===== src/rtl/nvm_pkg.sv =====
package nvm_pkg;
  typedef enum logic [1:0] {
    RS_PTR  = 2'd0,
    RS_DATA = 2'd1,
    RS_CTRL = 2'd2,
    RS_KEY  = 2'd3
  } reg_sel_e;

  localparam logic [7:0] KEY_FIRST  = 8'h55;
  localparam logic [7:0] KEY_SECOND = 8'hAA;

  localparam int CB_RD   = 0;
  localparam int CB_WR   = 1;
  localparam int CB_WEN  = 2;
  localparam int CB_DONE = 3;

  typedef enum logic [1:0] {
    KS_IDLE  = 2'd0,
    KS_HALF  = 2'd1,
    KS_ARMED = 2'd2
  } key_state_e;

  function automatic logic [7:0] ctrl_view(input logic done, input logic wen,
                                           input logic busy);
    logic [7:0] v;
    v = 8'h00;
    v[CB_DONE] = done;
    v[CB_WEN]  = wen;
    v[CB_WR]   = busy;
    return v;
  endfunction

  function automatic int cnt_width(input int n);
    return (n < 2) ? 1 : $clog2(n + 1);
  endfunction
endpackage


===== src/rtl/nvm_key_seq.sv =====
module nvm_key_seq
  import nvm_pkg::*;
(
  input  logic       clk,
  input  logic       rst_n,
  input  logic       acc,
  input  logic       key_wr,
  input  logic       ctrl_wr,
  input  logic [7:0] wdata,
  output logic       seq_ok
);
  key_state_e st_q, st_d;

  always_comb begin
    st_d = KS_IDLE;
    if (acc) begin
      if (key_wr && wdata == KEY_FIRST)
        st_d = KS_HALF;
      else if (st_q == KS_HALF && key_wr && wdata == KEY_SECOND)
        st_d = KS_ARMED;
    end
  end

  always_ff @(posedge clk or negedge rst_n) begin
    if (!rst_n) st_q <= KS_IDLE;
    else        st_q <= st_d;
  end

  assign seq_ok = (st_q == KS_ARMED) && acc && ctrl_wr && wdata[CB_WR];
endmodule


===== src/rtl/nvm_powerup_gate.sv =====
module nvm_powerup_gate
  import nvm_pkg::*;
#(
  parameter int LOCKOUT_CYCLES = 3600000
) (
  input  logic clk,
  input  logic rst_n,
  output logic lockout
);
  localparam int LW = cnt_width(LOCKOUT_CYCLES);
  localparam logic [LW-1:0] LIMIT = LW'(LOCKOUT_CYCLES);

  logic [LW-1:0] cnt_q;

  assign lockout = (cnt_q != LIMIT);

  always_ff @(posedge clk or negedge rst_n) begin
    if (!rst_n)       cnt_q <= '0;
    else if (lockout) cnt_q <= cnt_q + 1'b1;
  end
endmodule


===== src/rtl/nvm_store.sv =====
module nvm_store
  import nvm_pkg::*;
#(
  parameter int ADDR_W       = 6,
  parameter int WRITE_CYCLES = 200000
) (
  input  logic              clk,
  input  logic              rst_n,
  input  logic              start,
  input  logic [ADDR_W-1:0] start_addr,
  input  logic [7:0]        start_data,
  input  logic [ADDR_W-1:0] rd_addr,
  output logic [7:0]        rd_byte,
  output logic              busy,
  output logic              commit
);
  localparam int DEPTH = 1 << ADDR_W;
  localparam int CW    = cnt_width(WRITE_CYCLES);

  logic [7:0]        mem_q [DEPTH];
  logic [ADDR_W-1:0] tgt_addr_q;
  logic [7:0]        tgt_data_q;
  logic [CW-1:0]     cnt_q;
  logic              busy_q;

  assign busy    = busy_q;
  assign commit  = busy_q && (cnt_q == '0);
  assign rd_byte = mem_q[rd_addr];

  always_ff @(posedge clk or negedge rst_n) begin
    if (!rst_n) begin
      busy_q     <= 1'b0;
      cnt_q      <= '0;
      tgt_addr_q <= '0;
      tgt_data_q <= '0;
    end else if (start && !busy_q) begin
      busy_q     <= 1'b1;
      cnt_q      <= CW'(WRITE_CYCLES - 1);
      tgt_addr_q <= start_addr;
      tgt_data_q <= start_data;
    end else if (busy_q) begin
      if (cnt_q == '0) busy_q <= 1'b0;
      else             cnt_q  <= cnt_q - 1'b1;
    end
  end

  for (genvar i = 0; i < DEPTH; i++) begin : g_cell
    always_ff @(posedge clk or negedge rst_n) begin
      if (!rst_n)
        mem_q[i] <= 8'h00;
      else if (commit && tgt_addr_q == ADDR_W'(i))
        mem_q[i] <= tgt_data_q;
    end
  end
endmodule


===== src/rtl/nvm_ctrl.sv =====
module nvm_ctrl
  import nvm_pkg::*;
#(
  parameter int ADDR_W         = 6,
  parameter int WRITE_CYCLES   = 200000,
  parameter int LOCKOUT_CYCLES = 3600000
) (
  input  logic       clk,
  input  logic       rst_n,
  input  logic       bus_valid,
  input  logic       bus_we,
  input  logic [1:0] bus_addr,
  input  logic [7:0] bus_wdata,
  output logic [7:0] bus_rdata,
  output logic       irq_flag
);
  localparam int PAD = 8 - ADDR_W;

  logic [ADDR_W-1:0] ptr_q;
  logic [7:0]        data_q;
  logic              wen_q;
  logic              done_q;

  logic wr_acc, ptr_wr, data_wr, ctrl_wr, key_wr;
  logic seq_ok, lockout, start, busy, commit;
  logic rd_req, rd_take, flag_clr;
  logic [7:0] rd_byte;

  assign wr_acc  = bus_valid && bus_we;
  assign ptr_wr  = wr_acc && reg_sel_e'(bus_addr) == RS_PTR;
  assign data_wr = wr_acc && reg_sel_e'(bus_addr) == RS_DATA;
  assign ctrl_wr = wr_acc && reg_sel_e'(bus_addr) == RS_CTRL;
  assign key_wr  = wr_acc && reg_sel_e'(bus_addr) == RS_KEY;

  assign rd_req   = ctrl_wr && bus_wdata[CB_RD];
  assign rd_take  = rd_req && !busy;
  assign flag_clr = ctrl_wr && !bus_wdata[CB_DONE];
  assign start    = seq_ok && wen_q && !lockout && !busy;

  nvm_key_seq u_key (
    .clk     (clk),
    .rst_n   (rst_n),
    .acc     (bus_valid),
    .key_wr  (key_wr),
    .ctrl_wr (ctrl_wr),
    .wdata   (bus_wdata),
    .seq_ok  (seq_ok)
  );

  nvm_powerup_gate #(.LOCKOUT_CYCLES(LOCKOUT_CYCLES)) u_gate (
    .clk     (clk),
    .rst_n   (rst_n),
    .lockout (lockout)
  );

  nvm_store #(.ADDR_W(ADDR_W), .WRITE_CYCLES(WRITE_CYCLES)) u_store (
    .clk        (clk),
    .rst_n      (rst_n),
    .start      (start),
    .start_addr (ptr_q),
    .start_data (data_q),
    .rd_addr    (ptr_q),
    .rd_byte    (rd_byte),
    .busy       (busy),
    .commit     (commit)
  );

  always_ff @(posedge clk or negedge rst_n) begin
    if (!rst_n) begin
      ptr_q  <= '0;
      data_q <= '0;
      wen_q  <= 1'b0;
      done_q <= 1'b0;
    end else begin
      if (ptr_wr)       ptr_q <= bus_wdata[ADDR_W-1:0];
      if (rd_take)      data_q <= rd_byte;
      else if (data_wr) data_q <= bus_wdata;
      if (ctrl_wr)      wen_q <= bus_wdata[CB_WEN];
      if (commit)       done_q <= 1'b1;
      else if (flag_clr) done_q <= 1'b0;
    end
  end

  always_comb begin
    unique case (reg_sel_e'(bus_addr))
      RS_PTR:  bus_rdata = {{PAD{1'b0}}, ptr_q};
      RS_DATA: bus_rdata = data_q;
      RS_CTRL: bus_rdata = ctrl_view(done_q, wen_q, busy);
      default: bus_rdata = 8'h00;
    endcase
  end

  assign irq_flag = done_q;
endmodule


===== config.mk =====
export PLATFORM = sky130hd
export DESIGN_NAME = nvm_ctrl
export DESIGN_NICKNAME = d
export VERILOG_FILES = /design/src/rtl/nvm_pkg.sv /design/src/rtl/nvm_key_seq.sv /design/src/rtl/nvm_powerup_gate.sv /design/src/rtl/nvm_store.sv /design/src/rtl/nvm_ctrl.sv
export SDC_FILE = /design/constraint.sdc
export NUM_CORES = 1
export LEC_CHECK = 0
export BUFFER_PORTS_ARGS = -buffer_cell sky130_fd_sc_hd__clkbuf_2
export CORE_MARGIN = 4
export CORE_UTILIZATION = 39
export CTS_BUF_LIST = sky130_fd_sc_hd__clkbuf_8
export DETAILED_ROUTE_END_ITERATION = 12
export GPL_ROUTABILITY_DRIVEN = 0
export PLACE_DENSITY = 0.55
export SYNTH_ARGS = -nofsm -noshare
export SYNTH_HDL_FRONTEND = slang
export SYNTH_SLANG_ARGS = --single-unit

===== constraint.sdc =====
create_clock -name clk -period 3.2 [get_ports clk]
set_input_delay 0.48 -clock clk [delete_from_list [all_inputs] [get_ports clk]]
set_output_delay 0.48 -clock clk [all_outputs]
set_load 0.01 [all_outputs]

==> results of run 1 <==
## area by class of cell
type	instances	share of cell area (%)
antenna	1	0.008005
sequential	585	46.91
clock inverter	54	1.237
tap	940	3.762
timing repair buffer	101	2.970
clock buffer	123	5.415
inverter	9	0.1081
multi-input combinational	1142	39.59
## what timing repair did
item,in CTS,in global routing
hold buffers,1,0
endpoints found under the setup margin,0,19
hold endpoints to repair,63,0
## path summary, 6_finish.rpt
| check | endpoint | startpoint |
|---|---|---|
| worst max-delay path | u_store.mem_q[308] | u_store.cnt_q[0] |
| worst min-delay path | ptr_q[5] | bus_wdata[5] |
| worst max register to register | u_store.mem_q[308] | u_store.cnt_q[0] |
| worst min register to register | u_gate.cnt_q[15] | u_gate.cnt_q[15] |
| max in group asynchronous | u_store.mem_q[345] | rst_n |
| min in group asynchronous | u_store.mem_q[82] | rst_n |
## flip-flops by register name, summed over array words and instances, names as in the netlist
signal	cells
data_q	8
irq_flag	1
ptr_q	6
u_gate.cnt_q	22
u_key.st_q	2
u_store.busy	1
u_store.cnt_q	18
u_store.mem_q	512
u_store.tgt_addr_q	6
u_store.tgt_data_q	8
wen_q	1
## report_power, final
group          leakage (nW)  internal (mW)  switching, mW  total [mW]
logic                  5.51          0.605          0.889        1.49
clock network          1.18           3.81           3.09        6.90
registers              8.04           7.46          0.173        7.63
## cell families after synthesis
logic type / Yosys count / synth area share [%]
flip-flops: 585 / 53.01
adder cells (fa/ha/maj): 3 / 0.1359
multiplexers: 702 / 33.72
buffers and inverters: 141 / 2.193
AO/OA/AOI/OAI: 97 / 2.302
AND/OR/NAND/NOR: 315 / 7.843
XOR/XNOR: 25 / 0.7929
## layout by cell type, fill, tap and decap left out, types with 9 or more instances in the layout
master | synthesis | layout
a211oi_1 | 10 | 10
a21oi_1 | 10 | 10
and2_1 | 10 | 9
buf_12 | 1 | 17
buf_4 | 2 | 61
clkbuf_2 | 0 | 21
clkbuf_8 | 0 | 123
dfrtp_1 | 585 | 573
inv_1 | 8 | 42
mux2_2 | 538 | 538
mux2i_1 | 28 | 28
mux4_2 | 128 | 128
nand2_1 | 79 | 79
nand2b_1 | 13 | 13
nand3_1 | 22 | 22
nand3_2 | 10 | 10
nand3_4 | 22 | 22
nand4_1 | 9 | 9
nor2_1 | 34 | 34
nor2_4 | 12 | 12
nor2b_1 | 10 | 10
nor3_1 | 16 | 16
o21ai_0 | 23 | 23
o22ai_1 | 20 | 20
xnor2_1 | 19 | 19
## metrics by stage
stage	power (mW)	instance area, sq um
after detailed placement	9.276	29170
final	16.02	31260
after CTS	16.27	31260
after floorplan	8.570	27610
after global routing	16.68	31260
after global placement	9.275	29170
## worst reg2reg max path, delay by kind of cell, from the launching register on
family / cells / cell delay [ns]
adders and majority gates: 1 / 0.21
muxes: 1 / 0.39
buffers and inverters: 3 / 0.62
DFF: 1 / 0.42
and+or+nand+nor: 4 / 1.32
## metal layers
| metal | global-route usage, % | up-vias |
|---|---|---|
| met5 | 0 | - |
| met4 | 5.337 | 0 |
| met3 | 3.290 | 108 |
| met2 | 30.62 | 354 |
| met1 | 27.61 | 8833 |
| li1 | - | 7104 |
==> metrics.cfg, run 1 <==
[floorplanning]
die-height_um=274.1
dieArea_sq_mm=0.07513
coreArea_sq_mm=0.07015
fp.dieW_um=274.1
initial_core_util_pct=39.36
num_rows=97
io-pin-count=23

[clock_network]
clk_path_buf_depth=3
clk_pin_slew_ns=0.06
postCtsSetupRepairBufs=0
cts.repair.resized=0
cts_tree=built
clkSinkCount=585
root_buffer=clkbuf_8
htreeDepth=3
insertion_delay_ns=0.71
numCtsBuffers=100

[routing]
via_per_inst=5.550
wl_met2_um=33250
top_layer=met4
vias=16399
drc=0
wl_met3_um=3087
wl_met1_um=33340
drt-pass1-iter-count=5
ant_nets=0
drt_iter0_markers=1009
drt_wl_total_um=71280
wl_per_cell_um=24.12

[placed_design]
dp_slack_ns=0.1541
dp_hpwl_um=46820
place_inst=2776
portBuffers=22

[layout]
fillers=6305
finalNonFillerCells=2955
utilization_pct=44.56
fin_nets=1956
syn2layout_area_growth_pct=13.20
layout-drive-gt1-share_pct=49.40
multiInputGateArea_sq_mm=0.01238
register_area_sq_mm=0.01466

[critical_path]
critPathMaxFanout=14
crit_chain=inv_1 -> ha_1 -> or4b_1 -> nor4_4 -> buf_4 -> and2_2 -> buf_4 -> nand3_2 -> mux2_2
r2r_setup_slack_ns=0.11
cpMostUsedCell=buf_4
arrival_ns=3.65
crit_cells=9
ff2ff_path_depth=9
crit_path_start_kind=register
slowest_stage=or4b_1
critPathKind=register to register
critPathCaptureType=register
crit_family=simple AND/OR/NAND/NOR gates
crit_required_ns=3.75
critPathMaxStageDelay_ns=0.57
worstPathBufferInverterCount=3

[timing]
setup_viol=0
hold_ws_ns=0.1012
hold_violations=0
tightest_slew_ns=0.9853
rsz0062_at_grt=true
tns_ns=0
fin_skew_ns=0.04714
max-slew-margin-rel_pct=34.17
fin_crit_sh_pct=96.72
max_freq_mhz=323.1
finalCriticalPeriod_ns=3.095
fin_ws_ns=0.1051
maxSlewViolCount=0

[synth]
yosys_register_bits=585
netlist_instances=1868
synth_area_per_cell_sq_um=14.78
synth_ff_type=dfrtp_1
post-synth-top-count-cell=dfrtp_1
synth_top_area_cell=dfrtp_1
synth_seq_area_share_pct=53.01
ys_async_sr_fraction_pct=100.0
synth_top_area_share_pct=53.01
ys_types=74
netlist_area_sq_mm=0.02761
yosys-top-cells-area=dfrtp_1, mux2_2, mux4_2
yosysWarnings=0
synth_nets=1885
yosys-top-cells-count=dfrtp_1, mux2_2, mux4_2, clkbuf_1, nand2_1
synth_edf_count=0

[global_route]
grt_usage_pct=19.31
grt_pass1_vias=17231
grt_pass1_wl_um=110900
overflow=0
antenna_found_initial=1
grt_max_degree=79

[hold_path]
hold_depth=3
min_path_type=primary input to register

[power]
ir_drop_mv=0.2994
p_per_area_mw_per_mm2=512.5
leakagePower_nw=14.73

[status]
outcome=completed

[run]
cap_violations=0

No activity file was read; power rests on OpenSTA's default activity.
==> inputs of run 2 (changes only) <==
CORE_UTILIZATION = 32   (was 39)
PLACE_DENSITY = 0.47   (was 0.55)
==> run 2 against run 1 <==
Register-to-register slack improved by 0.07 ns. Sequential power about the same. First-iteration DRC count decreased by 12%. Count of clock-buffer cells in the layout increased by 4. Critical path type unchanged. Largest cell class unchanged.
==> metrics.cfg, run 2 (same netlist as run 1, synthesis figures left out) <==
[timing]
tightest_slew_ns=1.059  ; was 0.9853 ns
tns_ns=0  ; unchanged
maxSlewViolCount=0  ; unchanged
hold_violations=0  ; unchanged
max-slew-margin-rel_pct=29.41  ; was 34.17%
rsz0062_at_grt=false  ; was true
fin_crit_sh_pct=94.57  ; was 96.72%
fin_ws_ns=0.1736  ; was 0.1051 ns
hold_ws_ns=0.07489  ; was 0.1012 ns
finalCriticalPeriod_ns=3.026  ; was 3.095 ns
setup_viol=0  ; unchanged
fin_skew_ns=0.03889  ; was 0.04714 ns
max_freq_mhz=330.4  ; was 323.1 MHz

[routing]
drc=0  ; unchanged
vias=16421  ; was 16,399
drt_iter0_markers=892  ; was 1,009
ant_nets=0  ; unchanged
wl_per_cell_um=24.05  ; was 24.12 um
drt_wl_total_um=76570  ; was 71,280 um
drt-pass1-iter-count=4  ; was 5
via_per_inst=5.157  ; was 5.550

[critical_path]
r2r_setup_slack_ns=0.17  ; was 0.11 ns
r2r_start=u_store.cnt_q[0]  ; unchanged
crit_path_start_kind=register  ; unchanged
rr_endpoint=u_store.mem_q[219]  ; was u_store.mem_q[308]
ff2ff_path_depth=8  ; was 9
arrival_ns=3.59  ; was 3.65 ns
critPathMaxFanout=10  ; was 14
crit_required_ns=3.76  ; was 3.75 ns
critPathCaptureType=register  ; unchanged
critPathKind=register to register  ; unchanged

[power]
ir_drop_mv=0.2266  ; was 0.2994 mV
p_per_area_mw_per_mm2=517.1  ; was 512.5 mW/mm^2
power_mw=16.40  ; was 16.02 mW
leakagePower_nw=14.85  ; was 14.73 nW

[clock_network]
htreeDepth=3  ; unchanged
clk_pin_slew_ns=0.06  ; about the same
clkSinkCount=585  ; unchanged
clk_path_buf_depth=3  ; unchanged
numCtsBuffers=104  ; was 100
insertion_delay_ns=0.70  ; was 0.71 ns
postCtsSetupRepairBufs=0  ; unchanged
cts_tree=built  ; unchanged
root_buffer=clkbuf_8  ; unchanged

[floorplanning]
fp.dieW_um=301.8  ; was 274.1 um
coreArea_sq_mm=0.08541  ; was 0.07015 sq mm
die-height_um=301.8  ; was 274.1 um
dieArea_sq_mm=0.09106  ; was 0.07513 sq mm
initial_core_util_pct=32.33  ; was 39.36%
io-pin-count=23  ; unchanged
num_rows=107  ; was 97

[layout]
final_cell_mix=dfrtp_1, mux2_2, mux4_2, clkbuf_8, nand2_1  ; unchanged
fillers=8240  ; was 6,305
fin_area_sq_mm=0.03173  ; was 0.03126 sq mm
top_register=u_store.mem_q  ; unchanged
layout_commonest_cell=dfrtp_1  ; unchanged
fin_nets=1974  ; was 1,956
syn2layout_area_growth_pct=14.89  ; was 13.20%
utilization_pct=37.14  ; was 44.56%
multiInputGateArea_sq_mm=0.01238  ; about the same
largest_register_ffs=512  ; unchanged
layout-drive-gt1-share_pct=49.85  ; was 49.40%
register_area_sq_mm=0.01467  ; was 0.01466 sq mm
top_regs=u_store.mem_q: 512 flops, u_gate.cnt_q: 22 flops, u_store.cnt_q: 18 flops  ; unchanged
finalNonFillerCells=3184  ; was 2,955

[global_route]
grt_util_met2_pct=27.41  ; was 30.62%
met1_usage_pct=24.05  ; was 27.61%
antenna_found_initial=1  ; unchanged
grt_usage_pct=17.12  ; was 19.31%
overflow=0  ; unchanged
grt_max_degree=100  ; was 79
grt_pass1_vias=17672  ; was 17,231
top_usage_layer=met2  ; unchanged
grt_util_met3_pct=2.871  ; was 3.290%
grt_pass1_wl_um=117500  ; was 110,900 um

[hold_path]
hold_depth=3  ; unchanged
hold_end=u_key.st_q[0]  ; was ptr_q[5]
min_from=bus_wdata[7]  ; was bus_wdata[5]
min_path_type=primary input to register  ; unchanged

[placed_design]
dp_hpwl_um=49980  ; was 46,820 um
dp_slack_ns=-0.03633  ; was 0.1541 ns
placedInstanceArea_sq_mm=0.02952  ; was 0.02917 sq mm
place_inst=2992  ; was 2,776
portBuffers=22  ; unchanged

[status]
outcome=completed  ; unchanged

[run]
cap_violations=0  ; unchanged

[run 2: changes by cell type in the layout (fill, tap and decap cells not counted), sizes merged]
cell         previous run  this run
buf                    79        91
clkbuf                144       148
clkinv                 10        14
dlygate4sd3             1         3
inv                    45        47
bufinv                  4         5
clkinvlp                4         3
diode                   1         2
[run 2: power breakdown]
| part | internal (mW) | switching, mW |
|---|---|---|
| sequential | 7.46 | 0.193 |
| clock | 4.00 | 3.22 |
| combinational | 0.615 | 0.919 |
[run 2: metal layers]
metal  vias up  wire length (um)
met4         0              1789
met3       118              3421
li1       7131                 -
met2       332             35790
met1      8840             35580
met5         -                 0
[run 2: what timing repair did]
item,in CTS,in global routing
endpoints found under the setup margin,1,0
gates resized for setup,1,0
hold buffers,3,0
endpoints found under the hold margin,50,0
[run 2: how the worst max path moves through the flow]
stage,from,end,cells past startpoint
after detailed placement,ptr_q[0],data_q[3],7
after global routing,ptr_q[0],data_q[3],8
final,u_store.cnt_q[0],u_store.mem_q[219],8
after floorplan,u_store.cnt_q[0],u_store.mem_q[64],7
after global placement,ptr_q[0],data_q[3],7
after CTS,ptr_q[0],data_q[3],7
[run 2: worst max-delay path, stage by stage, from the launching register on]
cell and delay (ns):
dfrtp_1 0.42, inv_1 0.08, ha_1 0.20, or4b_1 0.55, nor4_4 0.17, buf_4 0.23
and2_2 0.34, nand4_2 0.46, mux2_2 0.44
[run 2: area by class of cell]
class	count	area share (%)
diodes	2	0.01578
clock buffers	127	5.510
clock inverters	60	1.341
inverters	9	0.1065
multi-input cells	1142	39.01
flip-flops and latches	585	46.23
well taps	1144	4.512
repair buffers	115	3.273
==> inputs of run 3 (changes only) <==
REMOVE_ABC_BUFFERS = 1   (was not set)
==> run 3 against run 2 <==
Count of clock-buffer cells in the layout up 12. Via count up 0.66%. Die area unchanged. Clock skew up 0.013 ns. Cell area up 0.17%. Critical path type is now register to output pin.
==> metrics.cfg, run 3 (same netlist as run 1, synthesis figures left out) <==
[layout]
largest_register_ffs=512  ; unchanged
layout_commonest_cell=dfrtp_1  ; unchanged
syn2layout_area_growth_pct=15.08  ; was 14.89%
diodes=0  ; was 2
layout-drive-gt1-share_pct=50.46  ; was 49.85%
fillers=8251  ; was 8,240
fin_nets=1985  ; was 1,974
final_cell_mix=dfrtp_1, mux2_2, clkbuf_8, mux4_2, buf_4  ; was dfrtp_1, mux2_2, mux4_2, clkbuf_8, nand2_1
top_regs=u_store.mem_q: 512 flops, u_gate.cnt_q: 22 flops, u_store.cnt_q: 18 flops  ; unchanged
top_register=u_store.mem_q  ; unchanged

[routing]
drt_wl_total_um=76710  ; was 76,570 um
drt-pass1-iter-count=4  ; unchanged
ant_nets=0  ; unchanged
wl_per_cell_um=24.02  ; was 24.05 um
via_per_inst=5.177  ; was 5.157
drt_iter0_markers=828  ; was 892
vias=16529  ; was 16,421
drc=0  ; unchanged

[timing]
setup_viol=0  ; unchanged
hold_violations=0  ; unchanged
max_freq_mhz=321.2  ; was 330.4 MHz
fin_ws_ns=0.08679  ; was 0.1736 ns
tightest_slew_ns=1.278  ; was 1.059 ns
fin_crit_sh_pct=97.29  ; was 94.57%
max-slew-margin-rel_pct=14.81  ; was 29.41%
rsz0062_at_grt=false  ; unchanged
hold_ws_ns=0.07750  ; was 0.07489 ns
fin_skew_ns=0.05225  ; was 0.03889 ns
maxSlewViolCount=0  ; unchanged
finalCriticalPeriod_ns=3.113  ; was 3.026 ns

[critical_path]
crit_path_start_kind=register  ; unchanged
crit_family=flip-flops  ; was simple AND/OR/NAND/NOR gates
slowest_stage=dfrtp_2  ; was or4b_1
critPathKind=register to output pin  ; was register to register
critPathMaxFanout=30  ; was 10
worstPathBufferInverterCount=2  ; unchanged
critPathCaptureType=output pin  ; was register
critPathMaxStageDelay_ns=1.02  ; was 0.55 ns
arrival_ns=2.63  ; was 3.59 ns
crit_required_ns=2.72  ; was 3.76 ns
crit_chain=mux2i_1 -> o21ai_0 -> buf_4 -> clkbuf_2  ; was inv_1 -> ha_1 -> or4b_1 -> nor4_4 -> buf_4 -> and2_2 -> nand4_2 -> mux2_2

[status]
outcome=completed  ; unchanged

[clock_network]
numCtsBuffers=104  ; unchanged
htreeDepth=3  ; unchanged
clkSinkCount=585  ; unchanged
root_buffer=clkbuf_8  ; unchanged
clk_path_buf_depth=3  ; unchanged
cts_tree=built  ; unchanged
insertion_delay_ns=0.71  ; was 0.70 ns
clk_pin_slew_ns=0.06  ; about the same

[floorplanning]
initial_core_util_pct=32.33  ; unchanged
num_rows=107  ; unchanged
die-height_um=301.8  ; unchanged
fp.dieW_um=301.8  ; unchanged
coreArea_sq_mm=0.08541  ; unchanged
io-pin-count=23  ; unchanged
dieArea_sq_mm=0.09106  ; unchanged

[power]
power_mw=16.33  ; was 16.40 mW
leakagePower_nw=14.90  ; was 14.85 nW
p_per_area_mw_per_mm2=514.0  ; was 517.1 mW/mm^2
ir_drop_mv=0.3427  ; was 0.2266 mV

[global_route]
grt_usage_pct=17.11  ; was 17.12%
overflow=0  ; unchanged
antenna_found_initial=2  ; was 1
grt_max_degree=89  ; was 100
grt_pass1_wl_um=117700  ; was 117,500 um
grt_pass1_vias=17757  ; was 17,672

[placed_design]
dp_slack_ns=0.1353  ; was -0.03633 ns
dp_hpwl_um=51600  ; was 49,980 um
portBuffers=22  ; unchanged

[run]
cap_violations=0  ; unchanged

[hold_path]
min_path_type=primary input to register  ; unchanged

[run 3: cell count changes in the layout (fill, tap and decap cells not counted), moves of 2 or more]
cell,before,now
clkinvlp_4,3,1
dfrtp_2,7,9
bufinv_16,5,0
diode_2,2,0
clkbuf_8,127,139
buf_4,73,84
dfrtp_4,5,3
inv_1,43,38
[run 3: final timing paths]
check	cells after the start	startpoint	slack, ns	end
hold reg to reg	1	u_gate.cnt_q[21]	0.47	u_gate.cnt_q[21]
setup reg to reg	8	u_store.cnt_q[0]	0.11	u_store.mem_q[398]
setup / recovery	4	ptr_q[3]	0.09	bus_rdata[3]
hold / removal	3	bus_wdata[6]	0.08	u_key.st_q[1]
max in group asynchronous	3	rst_n	1.87	u_store.mem_q[476]
min in group asynchronous	2	rst_n	0.38	u_store.mem_q[412]
[run 3: timing repair]
| action | CTS | global route |
|---|---|---|
| buffers inserted | 1 | 1 |
| hold buffers | 2 | 0 |
| resized for setup | 2 | 0 |
| endpoints found under the hold margin | 46 | 0 |
| setup endpoints to repair | 1 | 16 |
[run 3: cell type report]
class | count | area (sq um) | share of cell area (%)
clock buffer | 139 | 1913 | 6.020
sequential | 585 | 14660 | 46.14
clock inverter | 48 | 230.2 | 0.7244
inverter | 9 | 33.78 | 0.1063
timing repair buffer | 126 | 1131 | 3.559
multi-input combinational | 1142 | 12380 | 38.95
tap | 1144 | 1431 | 4.504
[run 3: per-layer routing]
layer  track usage, %  wire length, um
met1            24.94            36470
met2            26.74            35520
met3            3.101             3559
met4            3.815             1158
met5                0                0
[run 3: tightest hold or removal path, cell delays in order]
cell	delay, ns
clkbuf_2	0.11
or4b_2	0.12
nor3_1	0.04
[run 3: where the power goes]
part / internal (mW) / switching [mW]
combinational: 0.657 / 1.01
clock: 3.87 / 3.19
sequential: 7.46 / 0.155
total: 12.0 / 4.35
[run 3: stage by stage]
| step | utilization [%] | instance area, sq um | TNS (ns) | std cells |
|---|---|---|---|---|
| final | 37.21 | 31780 | 0 | 3193 |
| after floorplan | - | 27040 | -296.34 | 1736 |
| after detailed placement | 34.65 | 29600 | 0 | 3002 |
| after global routing | 37.21 | 31780 | 0 | 3193 |
| after global placement | 34.65 | 29600 | 0 | 3002 |
| after CTS | 37.20 | 31770 | 0 | 3192 |
